==> src/rtl/axi_brc_pkg.sv <==
package axi_brc_pkg;
  localparam int N_RULES        = 10;
  localparam int RULE_PAGE      = 0;
  localparam int RULE_WRAP_ALGN = 1;
  localparam int RULE_WRAP_LEN  = 2;
  localparam int RULE_TYPE_RSVD = 3;
  localparam int RULE_FIX_LEN   = 4;
  localparam int RULE_EXC_LEN   = 5;
  localparam int RULE_EXC_BYTES = 6;
  localparam int RULE_EXC_ALGN  = 7;
  localparam int RULE_OVERSIZE  = 8;
  localparam int RULE_CACHE     = 9;

  typedef logic [N_RULES-1:0] rule_vec_t;

  typedef enum logic [1:0] {
    BT_FIXED = 2'b00,
    BT_INCR  = 2'b01,
    BT_WRAP  = 2'b10,
    BT_RSVD  = 2'b11
  } burst_kind_e;

  localparam int BYTES_W = 16;  // (255+1) << 7 fits
endpackage

==> src/rtl/axi_brc_geometry.sv <==
module axi_brc_geometry
  import axi_brc_pkg::*;
#(
  parameter int ADDR_W = 32
) (
  input  logic [ADDR_W-1:0]  addr,
  input  logic [7:0]         len,
  input  logic [2:0]         size,
  output logic [BYTES_W-1:0] total_bytes,
  output logic               page_cross,
  output logic               beat_misalign,
  output logic               total_misalign
);
  localparam int PAGE_BITS = 12;

  logic [8:0]        beats;
  logic [ADDR_W:0]   last_byte;
  logic [7:0]        beat_mask;

  always_comb begin
    beats       = {1'b0, len} + 9'd1;
    total_bytes = BYTES_W'(beats) << size;
    // last byte touched, one bit wider so wrap past the top counts as a cross
    last_byte   = {1'b0, addr} + (ADDR_W+1)'(total_bytes) - (ADDR_W+1)'(1);
    page_cross  = last_byte[ADDR_W:PAGE_BITS] != {1'b0, addr[ADDR_W-1:PAGE_BITS]};
    beat_mask   = (8'd1 << size) - 8'd1;
    beat_misalign  = (addr[7:0] & beat_mask) != 8'd0;
    total_misalign = (addr[BYTES_W-1:0] & (total_bytes - BYTES_W'(1))) != '0;
  end
endmodule

==> src/rtl/axi_brc_rules.sv <==
module axi_brc_rules
  import axi_brc_pkg::*;
#(
  parameter int SIZE_MAX = 3
) (
  input  logic [7:0]         len,
  input  logic [2:0]         size,
  input  logic [1:0]         burst,
  input  logic               lock,
  input  logic [3:0]         cache,
  input  logic [BYTES_W-1:0] total_bytes,
  input  logic               page_cross,
  input  logic               beat_misalign,
  input  logic               total_misalign,
  output rule_vec_t          hits
);
  logic is_fixed, is_incr, is_wrap, pow2_total;

  always_comb begin
    is_fixed   = burst == BT_FIXED;
    is_incr    = burst == BT_INCR;
    is_wrap    = burst == BT_WRAP;
    pow2_total = (total_bytes & (total_bytes - BYTES_W'(1))) == '0;

    hits                 = '0;
    hits[RULE_PAGE]      = is_incr && page_cross;
    hits[RULE_WRAP_ALGN] = is_wrap && beat_misalign;
    hits[RULE_WRAP_LEN]  = is_wrap && !(len inside {8'd1, 8'd3, 8'd7, 8'd15});
    hits[RULE_TYPE_RSVD] = burst == BT_RSVD;
    hits[RULE_FIX_LEN]   = is_fixed && (len > 8'd15);
    hits[RULE_EXC_LEN]   = lock && (len > 8'd15);
    hits[RULE_EXC_BYTES] = lock && (!pow2_total || total_bytes > BYTES_W'(128));
    hits[RULE_EXC_ALGN]  = lock && pow2_total && total_misalign;
    hits[RULE_OVERSIZE]  = int'(size) > SIZE_MAX;
    hits[RULE_CACHE]     = !cache[1] && (cache[3:2] != 2'b00);
  end
endmodule

==> src/rtl/axi_brc_sticky.sv <==
module axi_brc_sticky
  import axi_brc_pkg::*;
(
  input  logic      clk,
  input  logic      rst_n,
  input  logic      sample_en,
  input  rule_vec_t hits,
  output rule_vec_t flags
);
  for (genvar i = 0; i < N_RULES; i++) begin : g_bit
    always_ff @(posedge clk or negedge rst_n) begin
      if (!rst_n)                  flags[i] <= 1'b0;
      else if (sample_en && hits[i]) flags[i] <= 1'b1;
    end
  end
endmodule

==> src/rtl/axi_burst_rule_monitor.sv <==
module axi_burst_rule_monitor
  import axi_brc_pkg::*;
#(
  parameter int ADDR_W = 32,
  parameter int DATA_W = 64
) (
  input  logic              clk,
  input  logic              rst_n,
  input  logic              req_valid,
  input  logic              req_ready,
  input  logic [ADDR_W-1:0] req_addr,
  input  logic [7:0]        req_len,
  input  logic [2:0]        req_size,
  input  logic [1:0]        req_burst,
  input  logic              req_lock,
  input  logic [3:0]        req_cache,
  output logic [9:0]        rule_flags,
  output logic              any_error
);
  localparam int BUS_BYTES = DATA_W / 8;
  localparam int SIZE_MAX  = $clog2(BUS_BYTES);

  logic [BYTES_W-1:0] total_bytes;
  logic               page_cross, beat_misalign, total_misalign;
  rule_vec_t          hits, flags;
  logic               sample_en;

  // sampled on handshake cycles and on stalled cycles alike
  assign sample_en = (req_valid & req_ready) | (req_valid & ~req_ready);

  axi_brc_geometry #(.ADDR_W(ADDR_W)) u_geom (
    .addr(req_addr), .len(req_len), .size(req_size),
    .total_bytes(total_bytes), .page_cross(page_cross),
    .beat_misalign(beat_misalign), .total_misalign(total_misalign)
  );

  axi_brc_rules #(.SIZE_MAX(SIZE_MAX)) u_rules (
    .len(req_len), .size(req_size), .burst(req_burst), .lock(req_lock),
    .cache(req_cache), .total_bytes(total_bytes), .page_cross(page_cross),
    .beat_misalign(beat_misalign), .total_misalign(total_misalign),
    .hits(hits)
  );

  axi_brc_sticky u_sticky (
    .clk(clk), .rst_n(rst_n), .sample_en(sample_en), .hits(hits), .flags(flags)
  );

  assign rule_flags = flags;
  assign any_error  = |flags;
endmodule

==> config.mk <==
export PLATFORM = sky130hd
export DESIGN_NAME = axi_burst_rule_monitor
export DESIGN_NICKNAME = d
export VERILOG_FILES = /design/src/rtl/axi_brc_pkg.sv /design/src/rtl/axi_brc_geometry.sv /design/src/rtl/axi_brc_rules.sv /design/src/rtl/axi_brc_sticky.sv /design/src/rtl/axi_burst_rule_monitor.sv
export SDC_FILE = /design/constraint.sdc
export NUM_CORES = 1
export LEC_CHECK = 0
export BUFFER_PORTS_ARGS = -buffer_cell sky130_fd_sc_hd__buf_2
export CORE_ASPECT_RATIO = 2
export CORE_MARGIN = 2
export CORE_UTILIZATION = 65
export CTS_CLUSTER_DIAMETER = 100
export CTS_CLUSTER_SIZE = 40
export DETAILED_ROUTE_END_ITERATION = 7
export HOLD_SLACK_MARGIN = 0.15
export PLACE_DENSITY = 0.92
export SYNTH_ARGS = -nofsm -noshare
export SYNTH_HDL_FRONTEND = slang
export SYNTH_SLANG_ARGS = --single-unit
==> constraint.sdc <==
create_clock -name clk -period 3.17 [get_ports clk]
set_input_delay 0.4755 -clock clk [delete_from_list [all_inputs] [get_ports clk]]
set_output_delay 0.4755 -clock clk [all_outputs]
set_load 0.005 [all_outputs]
==> results of run 1 <==
-- logic make-up after synthesis --
| logic type | after synthesis |
|---|---|
| AOI/OAI and AO/OA | 212 |
| xor gates and xnor gates | 31 |
| adders and majority gates | 55 |
| buffers and inverters | 100 |
| DFF | 10 |
| muxes | 11 |
| and+or+nand+nor | 257 |
-- synth_stat cells, types with 4 or more instances --
cell type / instances
nand2_1: 71
inv_1: 68
a21oi_1: 59
ha_1: 55
nor2_1: 50
o21ai_0: 35
clkbuf_1: 27
nand4_1: 21
nor3_1: 20
xor2_1: 16
a31oi_1: 15
nand3_1: 15
o21a_1: 15
xnor2_1: 15
nand2b_1: 14
nor4_1: 11
dfrtp_1: 10
nor2b_1: 9
o22ai_1: 9
a21o_1: 8
mux2i_1: 8
o2111ai_1: 8
or2_2: 7
or3_1: 7
a211oi_1: 6
and3_1: 6
o21bai_1: 6
o211ai_1: 5
a22oi_1: 4
and4_1: 4
nor4b_1: 4
o221ai_1: 4
o31ai_1: 4
or4_1: 4
-- per-stage QoR --
step / cells / hold WS (ns) / worst slack (ns)
3_3_place_gp: 1000 / 0.345 / -1.49
2_1_floorplan: 676 / 0.180 / -1.12
==> results.cfg, run 1 <==
[outcome]
lastStage = detailed placement (3_5_place_dp)
firstError = [ERROR DPL-0033] detailed placement checks failed during check placement.
outcome = stopped before the end

[synth]
synth_mux_area_frac = 0.0257
syn_area_per_cell_um2 = 6.56
yosysTopAreaCellShare = 0.155
synth_seq_cells = 10
synthSimpleGateAreaFrac = 0.298
syn_inst = 676
synth_nets = 785
yosys-top-cells-area = ha_1 16%, a21oi_1 6.7%, nand2_1 6.0%
synth_cell_types = 73
synth_warnings = 0
synth_top_family_by_area = compound AO/OA/AOI/OAI gates
synthArstFlopShare = 1.00
yosys.area.top_type = ha_1
synth_compound_area_frac = 0.316
synth_xor_area_frac = 0.0613
yosysSeqAreaShare = 0.0565
synth_edf_count = 0
synth_area_um2 = 4430
synth_fa_ha_area_frac = 0.155
ys.flop_type = dfrtp_1

[floorplan]
num_rows = 42
pin_count = 65
initial_core_util = 0.669
die_h_um = 121
die_w_um = 62.4

[placed_design]
dpl.hpwl_um = 20400
io_buffers = 62
place.gp.congestion = 1.27
==> inputs of run 2 (changes only) <==
--- a/config.mk
+++ b/config.mk
@@ -6,14 +6,10 @@
 export NUM_CORES = 1
 export LEC_CHECK = 0
 export BUFFER_PORTS_ARGS = -buffer_cell sky130_fd_sc_hd__buf_2
-export CORE_ASPECT_RATIO = 2
 export CORE_MARGIN = 2
-export CORE_UTILIZATION = 65
-export CTS_CLUSTER_DIAMETER = 100
-export CTS_CLUSTER_SIZE = 40
+export CORE_UTILIZATION = 40
 export DETAILED_ROUTE_END_ITERATION = 7
-export HOLD_SLACK_MARGIN = 0.15
-export PLACE_DENSITY = 0.92
+export PLACE_DENSITY_LB_ADDON = 0.15
 export SYNTH_ARGS = -nofsm -noshare
 export SYNTH_HDL_FRONTEND = slang
 export SYNTH_SLANG_ARGS = --single-unit
==> results.cfg, run 2 <==
[critical_path]
worstPathArrival_ns = 4.47
crit_fanout = 6
criticalPathCategory = primary input to flip-flop
crit_path_end_kind = flip-flop
critPathLaunchType = primary input
crit_required_ns = 3.28

[route]
drt_iter0_drc = 458
drt-total-wl_um = 18900
drc = 0
first_pass_iters = 5
wl_per_cell_um = 17.3
vias = 6295
vias_per_cell = 5.75
drtAntennaViolNets = 0

[cts]
root_buffer = clkbuf_8
ctsHoldBuffers = 0
cts_made_buffers = 3
cts_htree_levels = 1
clk_latency_ns = 0.23
clock_path_buffers = 2
cts.sinks = 10
cts.clk_slew.worst_paths_ns = 0.05
cts_tree = built

[sta]
worst_pin_slew_ns = 0.673
finalClockSkew_ns = 0
fin_ws_ns = -1.19
rsz0062_at_grt = yes
hold_viol = 0
final.period_utilization = 1.38
slew_violations = 0
holdWs_ns = 0.0989
slew_headroom = 0.547
finalSetupViolations = 3
finalCriticalPeriod_ns = 4.36
clock.fmax_mhz = 229

[synth]
synth_cell_types = 73
yosys-top-cells-area = ha_1 16%, a21oi_1 6.7%, nand2_1 6.0%
yosysTopAreaCellShare = 0.155
synth_seq_cells = 10
synth_area_um2 = 4430
syn_inst = 676
ys.flop_type = dfrtp_1
synth_warnings = 0
synthArstFlopShare = 1.00
yosysMostFrequentCell = nand2_1
yosys.area.top_type = ha_1
synth_edf_count = 0
yosys-top-cells-count = 71 x nand2_1, 68 x inv_1, 59 x a21oi_1
yosysSeqAreaShare = 0.0565
syn_area_per_cell_um2 = 6.56
synth_nets = 785

[finish]
layout-drive-gt1-share = 0.431
fill_cells = 963
fin_area_um2 = 7290
largestRegisters = u_sticky.flags x10
layout_commonest_cell = buf_4
diodes = 0
layout_common_cells = 236 x buf_4, 68 x nand2_1, 65 x inv_1, 58 x buf_2, 52 x a21oi_1
largest_reg_flops = 10
finalNetCount = 1065
regMostFlops = u_sticky.flags
synthToLayoutAreaGrowth_pct = 64.5

[floorplan]
initial_core_util = 0.409
pin_count = 65
die_area_um2 = 11900
die_h_um = 109
core_um2 = 10800
die_w_um = 109
num_rows = 38

[global_routing]
grt_pass1_wl_um = 30000
grt_overflow_total = 0
grt_pass1_vias = 6083
grt_max_degree = 14
antenna_found_initial = 0
grt_usage = 0.319

[outcome]
violations = negative setup slack
outcome = complete, but fails checks

[placed_design]
dpl.hpwl_um = 15500
place_area_um2 = 6570
io_buffers = 62
place.gp.congestion = 0.960

[flow_run]
drv_cap = 0

[pwr]
p_total_mw = 1.93
p_per_area_nw_per_um2 = 265
vdd_drop_max_mv = 0.324
power_leakage_nw = 3.34

[worst_hold_path]
hp-class = primary input to asynchronous set/reset pin
==> run 2: kinds of logic (layout without fill, tap and decap cells) <==
group           after synthesis  count (layout)  share of synthesized area
xor+xnor                     31              31                     0.0613
flops                        10              10                     0.0565
compound gates              212             212                      0.316
simple gates                257             257                      0.298
buf+inv                     100             378                     0.0878
mux                          11              11                     0.0257
fa+ha+maj                    55              55                      0.155
==> run 2: critical path, stage by stage <==
cell and delay [ns]:
buf_8 0.08, buf_4 0.11, nand3_4 0.10, or3_4 0.43
and3_4 0.19, o31ai_4 0.18, buf_4 0.15, mux2i_4 0.07
buf_6 0.13, buf_4 0.12, xor2_1 0.14, ha_1 0.22
a21oi_2 0.22, o21ai_2 0.11, a22o_1 0.21, or4_1 0.50
or4_4 0.43, a2111o_1 0.34, nor4_4 0.15, a21oi_1 0.09
==> run 2: timing repair <==
item                       4_1_cts  5_1_grt
setup buffers                   28        7
pin swaps                       37       20
cloned                           0        1
resized for setup               70       39
setup endpoints to repair        3        3
==> run 2: cell type report <==
| class | instances | area (um2) | area share |
|---|---|---|---|
| multi-input cells | 566 | 4370 | 0.600 |
| repair buffers | 303 | 2170 | 0.297 |
| inverters | 71 | 277 | 0.0379 |
| flip-flops and latches | 10 | 250 | 0.0343 |
| well taps | 140 | 175 | 0.0240 |
| clock buffers | 3 | 41.3 | 0.00566 |
| repair inverters | 1 | 7.51 | 0.00103 |
==> run 2: final timing paths <==
check / startpoint / end / slack, ns / cells after the start
hold reg to reg: u_sticky.flags[1] / u_sticky.flags[1] / 0.49 / 1
setup reg to reg: u_sticky.flags[0] / u_sticky.flags[0] / 1.18 / 7
min in group clk: u_sticky.flags[1] / u_sticky.flags[1] / 0.49 / 1
max in group asynchronous: rst_n / u_sticky.flags[5] / 2.87 / 1
hold / removal: rst_n / u_sticky.flags[9] / 0.1 / 1
setup / recovery: req_len[0] / u_sticky.flags[0] / -1.19 / 20
==> run 2: per-stage QoR <==
stage	TNS [ns]	utilization	std cells	setup WS, ns
final	-2.19	0.672	1094	-1.19
after detailed placement	-3.97	0.606	1067	-1.67
after CTS	-3.28	0.658	1094	-1.21
after global routing	-2.75	0.672	1094	-1.37
after global placement	-3.82	0.606	1067	-1.59
after floorplan	-1.36	-	676	-1.12
==> run 2: power breakdown <==
group,switching (mW),internal (mW)
Combinational,0.855,0.813
Sequential,0.000269,0.128
Clock,0.0501,0.0833
Total,0.905,1.02
==> run 2: per-layer routing <==
layer / vias to the layer above / routed length [um] / GRT usage
met4: 0 / 187 / 0.0380
met2: 226 / 8190 / 0.500
met5: - / 0 / 0
met3: 16 / 1410 / 0.0371
li1: 3054 / - / -
met1: 2999 / 9140 / 0.479
No activity file was read; power rests on OpenSTA's default activity.
